## config.mk

```make
export PLATFORM = sky130hd
export DESIGN_NAME = pipe_regchain
export DESIGN_NICKNAME = d
export VERILOG_FILES = /design/src/rtl/pipe_regchain_pkg.sv /design/src/rtl/pipe_regchain_fetch.sv /design/src/rtl/pipe_regchain_stage.sv /design/src/rtl/pipe_regchain_wb.sv /design/src/rtl/pipe_regchain.sv
export SDC_FILE = /design/constraint.sdc
export NUM_CORES = 1
export LEC_CHECK = 0
export BUFFER_PORTS_ARGS = -buffer_cell sky130_fd_sc_hd__buf_2
export CORE_ASPECT_RATIO = 0.9
export CORE_UTILIZATION = 30
export CTS_CLUSTER_DIAMETER = 120
export DETAILED_ROUTE_END_ITERATION = 12
export PLACE_DENSITY_LB_ADDON = 0.2
export RECOVER_POWER = 50
export SYNTH_ARGS = -nofsm -noshare
export SYNTH_HDL_FRONTEND = slang
export SYNTH_SLANG_ARGS = --single-unit
export TNS_END_PERCENT = 1
```

## constraint.sdc

```tcl
create_clock -name clk -period 4 [get_ports clk]
set_clock_uncertainty 0.1 [all_clocks]
set_input_delay 0.2 -clock clk [delete_from_list [all_inputs] [get_ports clk]]
set_output_delay 0.2 -clock clk [all_outputs]
set_load 0.02 [all_outputs]
```

## src/rtl/pipe_regchain_pkg.sv

```systemverilog
package pipe_regchain_pkg;

   typedef enum logic [1:0] {
      WB_FROM_ALU  = 2'd0,
      WB_FROM_LOAD = 2'd1,
      WB_FROM_LINK = 2'd2,
      WB_FROM_RSVD = 2'd3
   } wb_src_e;

   localparam logic [31:0] IDLE_WORD = 32'h0000_0013;

endpackage

```

## src/rtl/pipe_regchain_fetch.sv

```systemverilog
module pipe_regchain_fetch #(
   parameter int unsigned    XLEN      = 32,
   parameter logic [XLEN-1:0] START_PC = '0,
   parameter logic [XLEN-1:0] IDLE_INS = '0
) (
   input  logic            clk,
   input  logic            rst,
   input  logic [XLEN-1:0] word_i,
   input  logic            jump_i,
   input  logic [XLEN-1:0] target_i,
   output logic [XLEN-1:0] pc_o,
   output logic [XLEN-1:0] d_word_o,
   output logic [XLEN-1:0] d_pc_o,
   output logic [XLEN-1:0] d_pc4_o
);
   localparam logic [XLEN-1:0] STEP = XLEN'(XLEN / 8);

   logic [XLEN-1:0] pc_q, seq_pc, nxt_pc;

   assign seq_pc = pc_q + STEP;
   assign nxt_pc = jump_i ? target_i : seq_pc;
   assign pc_o   = pc_q;

   always_ff @(posedge clk) begin
      if (rst) begin
         pc_q     <= START_PC;
         d_word_o <= IDLE_INS;
         d_pc_o   <= '0;
         d_pc4_o  <= '0;
      end else begin
         pc_q     <= nxt_pc;
         d_word_o <= word_i;
         d_pc_o   <= pc_q;
         d_pc4_o  <= seq_pc;
      end
   end

   p_pc_step_r8 : assert property (@(posedge clk) disable iff (rst)
      !jump_i |=> (pc_q == $past(pc_q) + STEP));

   p_redirect_r9 : assert property (@(posedge clk) disable iff (rst)
      jump_i |=> (pc_q == $past(target_i)));

endmodule

```

## src/rtl/pipe_regchain_stage.sv

```systemverilog
module pipe_regchain_stage #(
   parameter int unsigned W = 8
) (
   input  logic         clk,
   input  logic         rst,
   input  logic [W-1:0] d,
   output logic [W-1:0] q
);
   always_ff @(posedge clk) begin
      if (rst) q <= '0;
      else     q <= d;
   end
endmodule

```

## src/rtl/pipe_regchain_wb.sv

```systemverilog
module pipe_regchain_wb
   import pipe_regchain_pkg::*;
#(
   parameter int unsigned XLEN        = 32,
   parameter int unsigned IDX_W       = 5,
   parameter bit          ZERO_REG_RO = 1'b1
) (
   input  logic [1:0]       sel_i,
   input  logic             we_i,
   input  logic [IDX_W-1:0] rd_i,
   input  logic [XLEN-1:0]  alu_i,
   input  logic [XLEN-1:0]  load_i,
   input  logic [XLEN-1:0]  link_i,
   output logic             we_o,
   output logic [IDX_W-1:0] rd_o,
   output logic [XLEN-1:0]  data_o
);
   wb_src_e src;
   assign src  = wb_src_e'(sel_i);
   assign rd_o = rd_i;

   always_comb begin
      unique case (src)
         WB_FROM_LOAD: data_o = load_i;
         WB_FROM_LINK: data_o = link_i;
         default:      data_o = alu_i;
      endcase
   end

   generate
      if (ZERO_REG_RO) begin : g_zero_gate
         assign we_o = we_i && (rd_i != '0);
      end else begin : g_no_gate
         assign we_o = we_i;
      end
   endgenerate
endmodule

```

## src/rtl/pipe_regchain.sv

```systemverilog
module pipe_regchain
   import pipe_regchain_pkg::*;
#(
   parameter int unsigned     XLEN        = 32,
   parameter int unsigned     IDX_W       = 5,
   parameter logic [XLEN-1:0] RESET_PC    = '0,
   parameter logic [XLEN-1:0] NOP_INSTR   = XLEN'(IDLE_WORD),
   parameter bit              ZERO_REG_RO = 1'b1
) (
   input  logic             clk,
   input  logic             rst,
   output logic [XLEN-1:0]  pc_o,
   input  logic [XLEN-1:0]  if_instr_i,
   output logic [XLEN-1:0]  id_instr_o,
   output logic [XLEN-1:0]  id_pc_o,
   output logic [XLEN-1:0]  id_pc4_o,
   input  logic [XLEN-1:0]  id_rs1_i,
   input  logic [XLEN-1:0]  id_rs2_i,
   input  logic [XLEN-1:0]  id_imm_i,
   input  logic [IDX_W-1:0] id_rd_i,
   input  logic [1:0]       id_wbsel_i,
   input  logic             id_we_i,
   output logic [XLEN-1:0]  ex_pc_o,
   output logic [XLEN-1:0]  ex_rs1_o,
   output logic [XLEN-1:0]  ex_rs2_o,
   output logic [XLEN-1:0]  ex_imm_o,
   input  logic [XLEN-1:0]  ex_alu_i,
   input  logic             ex_redirect_i,
   output logic [XLEN-1:0]  mem_addr_o,
   output logic [XLEN-1:0]  mem_wdata_o,
   input  logic [XLEN-1:0]  mem_rdata_i,
   output logic             wb_we_o,
   output logic [IDX_W-1:0] wb_rd_o,
   output logic [XLEN-1:0]  wb_data_o
);
   localparam int unsigned CTL_W  = 3 + IDX_W;
   localparam int unsigned IDEX_W = CTL_W + 5 * XLEN;
   localparam int unsigned EXMA_W = CTL_W + 3 * XLEN;
   localparam int unsigned MAWB_W = CTL_W + 3 * XLEN;
   localparam logic [XLEN-1:0] STEP = XLEN'(XLEN / 8);

   generate
      if (XLEN < 16 || (XLEN % 8) != 0) begin : g_bad_xlen
         $error("pipe_regchain: XLEN must be a byte multiple of at least 16");
      end
      if (IDX_W < 1 || IDX_W > 8) begin : g_bad_idx
         $error("pipe_regchain: IDX_W out of range");
      end
   endgenerate

   // fetch stage and fetch-to-decode register
   pipe_regchain_fetch #(
      .XLEN(XLEN), .START_PC(RESET_PC), .IDLE_INS(NOP_INSTR)
   ) u_fetch (
      .clk(clk), .rst(rst),
      .word_i(if_instr_i), .jump_i(ex_redirect_i), .target_i(ex_alu_i),
      .pc_o(pc_o),
      .d_word_o(id_instr_o), .d_pc_o(id_pc_o), .d_pc4_o(id_pc4_o)
   );

   // decode-to-execute register
   logic [IDEX_W-1:0] idex_d, idex_q;
   logic              x_we;
   logic [1:0]        x_sel;
   logic [IDX_W-1:0]  x_rd;
   logic [XLEN-1:0]   x_pc4;

   assign idex_d = {id_we_i, id_wbsel_i, id_rd_i, id_pc4_o, id_pc_o,
                    id_rs1_i, id_rs2_i, id_imm_i};

   pipe_regchain_stage #(.W(IDEX_W)) u_idex (
      .clk(clk), .rst(rst), .d(idex_d), .q(idex_q));

   assign {x_we, x_sel, x_rd, x_pc4, ex_pc_o, ex_rs1_o, ex_rs2_o, ex_imm_o} = idex_q;

   // execute-to-memory register
   logic [EXMA_W-1:0] exma_d, exma_q;
   logic              m_we;
   logic [1:0]        m_sel;
   logic [IDX_W-1:0]  m_rd;
   logic [XLEN-1:0]   m_pc4;

   assign exma_d = {x_we, x_sel, x_rd, x_pc4, ex_alu_i, ex_rs2_o};

   pipe_regchain_stage #(.W(EXMA_W)) u_exma (
      .clk(clk), .rst(rst), .d(exma_d), .q(exma_q));

   assign {m_we, m_sel, m_rd, m_pc4, mem_addr_o, mem_wdata_o} = exma_q;

   // memory-to-writeback register
   logic [MAWB_W-1:0] mawb_d, mawb_q;
   logic              w_we;
   logic [1:0]        w_sel;
   logic [IDX_W-1:0]  w_rd;
   logic [XLEN-1:0]   w_pc4, w_alu, w_load;

   assign mawb_d = {m_we, m_sel, m_rd, m_pc4, mem_addr_o, mem_rdata_i};

   pipe_regchain_stage #(.W(MAWB_W)) u_mawb (
      .clk(clk), .rst(rst), .d(mawb_d), .q(mawb_q));

   assign {w_we, w_sel, w_rd, w_pc4, w_alu, w_load} = mawb_q;

   // writeback select, returned to the register file port
   pipe_regchain_wb #(
      .XLEN(XLEN), .IDX_W(IDX_W), .ZERO_REG_RO(ZERO_REG_RO)
   ) u_wb (
      .sel_i(w_sel), .we_i(w_we), .rd_i(w_rd),
      .alu_i(w_alu), .load_i(w_load), .link_i(w_pc4),
      .we_o(wb_we_o), .rd_o(wb_rd_o), .data_o(wb_data_o)
   );

   // cycles since reset, saturating, so the checks below never reach before it
   logic [1:0] warm_q;
   always_ff @(posedge clk) begin
      if (rst)                 warm_q <= '0;
      else if (warm_q != 2'd3) warm_q <= warm_q + 2'd1;
   end

   p_link_pair_r2 : assert property (@(posedge clk) disable iff (rst)
      (warm_q != 2'd0) |-> (id_pc4_o == id_pc_o + STEP));

   p_rd_pairing_r5 : assert property (@(posedge clk) disable iff (rst)
      (warm_q == 2'd3) |-> (wb_rd_o == $past(id_rd_i, 3)));

   p_x0_silent_r7 : assert property (@(posedge clk) disable iff (rst)
      (ZERO_REG_RO && wb_rd_o == '0) |-> !wb_we_o);

   p_reset_quiet_r1 : assert property (@(posedge clk)
      rst |=> (!wb_we_o && pc_o == RESET_PC && id_instr_o == NOP_INSTR));

endmodule

```

==> out/metrics.cfg <==
[status]
outcome = complete, but fails checks
violations = max-capacitance violations, max-slew violations

[yosys]
yosys.area.top_type = dfxtp_1
synth_top_area_frac = 0.611
synth_edf_count = 0
async_flop_share = 0
ys_seq_elements = 500
synth.avg_cell_area_um2 = 10.7
syn_inst = 1530
yosysSeqAreaShare = 0.611
synthFlopType = dfxtp_1
synthTopCellsByArea = dfxtp_1 61%, nor2b_1 17%, buf_4 9.2%, clkbuf_1 1.7%, a22oi_1 1.5%
ys.warnings.count = 0
synth_nets = 1736
netlist_area_um2 = 16400
synth.distinct_cells = 40

[power]
total_power_w = 0.0114
max-vdd-ir-drop_mv = 0.281
p_leak_nw = 8.69
power_density_nw_per_um2 = 523

[floorplan]
core_um2 = 53500
floorplan.initialDensity = 0.306
die_y_um = 224
die-area_um2 = 55500
die_w_um = 248
rows = 80
ios = 561

[global_routing]
antenna_found_initial = 3
grt_pass1_wl_um = 71700
grt_pass1_vias = 11900
grt_remaining_overflow = 0
track_usage = 0.171
grt_max_degree = 231

[timing]
hold_violations = 0
setup_tns_ps = 0
relSlewSlack = -0.241
setup_violations = 0
slew_violations = 44
fin_crit_sh = 0.750
min_period_ps = 3000
maxClockFrequency_mhz = 333
rsz0062_at_grt = no
worst_pin_slew_ps = 1860

[cts]
clk_pin_slew_ps = 60
ctsResizeCount = 0
clock_sinks = 500
cts_made_buffers = 53
h-tree-depth = 2
clockBufferDepth = 3
tritoncts = built
clock_latency_ps = 580
cts_root_buf = clkbuf_16

[worst_setup_path]
cp_slowest_stage_delay_ps = 640
cp.arrival_ps = 3430
worst_path_max_delay_cell = or4_1
reg2regPathDepth = 5
crit_family = simple AND/OR/NAND/NOR gates
required_ps = 4420
reg2reg_to = u_fetch.pc_o[29]
cp-end-kind = flop
worstReg2RegStart = u_fetch.pc_o[11]
worst-path-buf-inv = 1
regToRegSetupSlack_ps = 1000
startpoint_type = flop
crit_type = reg -> reg
path_max_fanout = 16
path_cells = and4_1 -> nand4_1 -> or4_1 -> a311oi_1 -> dlygate4sd3_1

[min_path]
whs_endpoint = u_fetch.pc_o[21]
hold_depth = 3
hold_path.class = in -> reg
worstHoldStart = ex_redirect_i

[cells_and_area]
drive_gt1_frac = 0.158
area_growth_pct = 32.9
design_area_um2 = 21800
postLayoutCoreUtil = 0.407
layout_commonest_cell = dfxtp_1
fin_nets = 2282
layoutNonFillerInstCount = 2817
mostFrequentLayoutCells = 500 x dfxtp_1, 432 x nor2b_1, 338 x clkbuf_1

[flow_run]
drv_cap = 1

[placed_design]
gp_congestion = 0.818
dp_cells = 2511
port_buffers = 560
placedInstanceArea_um2 = 18300
dp_hpwl_um = 34600

[route]
drc_errors = 0
drt-pass1-iter-count = 4
vias_per_cell = 4.07
vias = 11500
initialDrtViolationCount = 583
wire_per_inst_um = 17.5
final_antenna_net_count = 0
routed_wl_um = 49200

==> power by group <==
group | total, W | internal [W] | switching (W)
registers | 0.00533 | 0.00520 | 0.000128
clock network | 0.00507 | 0.00306 | 0.00202
logic | 0.000984 | 0.000409 | 0.000575
total | 0.0114 | 0.00867 | 0.00272
==> per-layer routing <==
| metal | wire length (µm) | track usage |
|---|---|---|
| met1 | 22800 | 0.229 |
| met3 | 3090 | 0.0440 |
| met2 | 21800 | 0.262 |
| met4 | 1570 | 0.0667 |
| met5 | 0 | 0 |
==> tightest hold or removal path, stage by stage <==
cell and delay, ps:
buf_2 250, nand2_1 150, nand3_1 80
==> registers in the layout (all words and copies together), names as in the netlist <==
| name | cells |
|---|---|
| u_mawb.q | 104 |
| u_fetch.pc_o | 32 |
| u_fetch.d_pc4_o | 32 |
| u_idex.q | 166 |
| u_fetch.d_word_o | 32 |
| u_fetch.d_pc_o | 30 |
| u_exma.q | 104 |
==> cells by family after synthesis <==
logic type               count (synthesis)  synth area share
AO/OA/AOI/OAI                          133            0.0531
flip-flops                             500             0.611
buffers and inverters                  291             0.113
XOR/XNOR                                13           0.00695
multiplexers                             3           0.00183
adder cells (fa/ha/maj)                  3           0.00229
AND/OR/NAND/NOR                        587             0.211
==> Yosys cell counts (all sizes together), types with 7 or more instances <==
cell type and instances:
o31ai 7, nand2 46, dfxtp 500, inv 8
or3 7, nand3 14, a21oi 16, buf 211
xnor2 8, o21ai 43, nor2 46, a22oi 32
nor3 7, a211oi 12, nand4 8, or4 11
clkbuf 72, nor2b 432
==> worst max path at each step <==
stage          slack, ps  cells past startpoint              from                to
6_report            1000                      5  u_fetch.pc_o[11]  u_fetch.pc_o[29]
3_5_place_dp        1540                      5   u_fetch.pc_o[2]  u_fetch.pc_o[30]
5_1_grt              820                      5  u_fetch.pc_o[11]  u_fetch.pc_o[29]
4_1_cts             1110                      5  u_fetch.pc_o[11]  u_fetch.pc_o[29]
3_3_place_gp        1620                      5   u_fetch.pc_o[2]  u_fetch.pc_o[30]
2_1_floorplan       1860                      7   u_fetch.pc_o[2]  u_fetch.pc_o[16]
==> timing repair <==
action,4_1_cts,5_1_grt
hold buffers,207,0
endpoints found under the hold margin,262,0
buffers inserted,0,0
==> cell type report <==
class | instances | area (µm²)
Antenna cell | 1 | 2.50
Tap cell | 697 | 872
Timing Repair Buffer | 774 | 4540
Multi-Input combinational cell | 739 | 4500
Sequential cell | 500 | 10000
Clock inverter | 23 | 282
Fill cell | 5377 | 31700
Clock buffer | 75 | 1530
Inverter | 8 | 30.0
==> per-stage QoR <==
stage          worst slack [ps]  hold slack [ps]
6_report                    999             64.0
5_1_grt                     820             39.4
4_1_cts                    1110             13.5
3_5_place_dp               1540              290
3_3_place_gp               1620              282
2_1_floorplan              1860              204
Note: power is estimated with default switching activity, not from simulation.
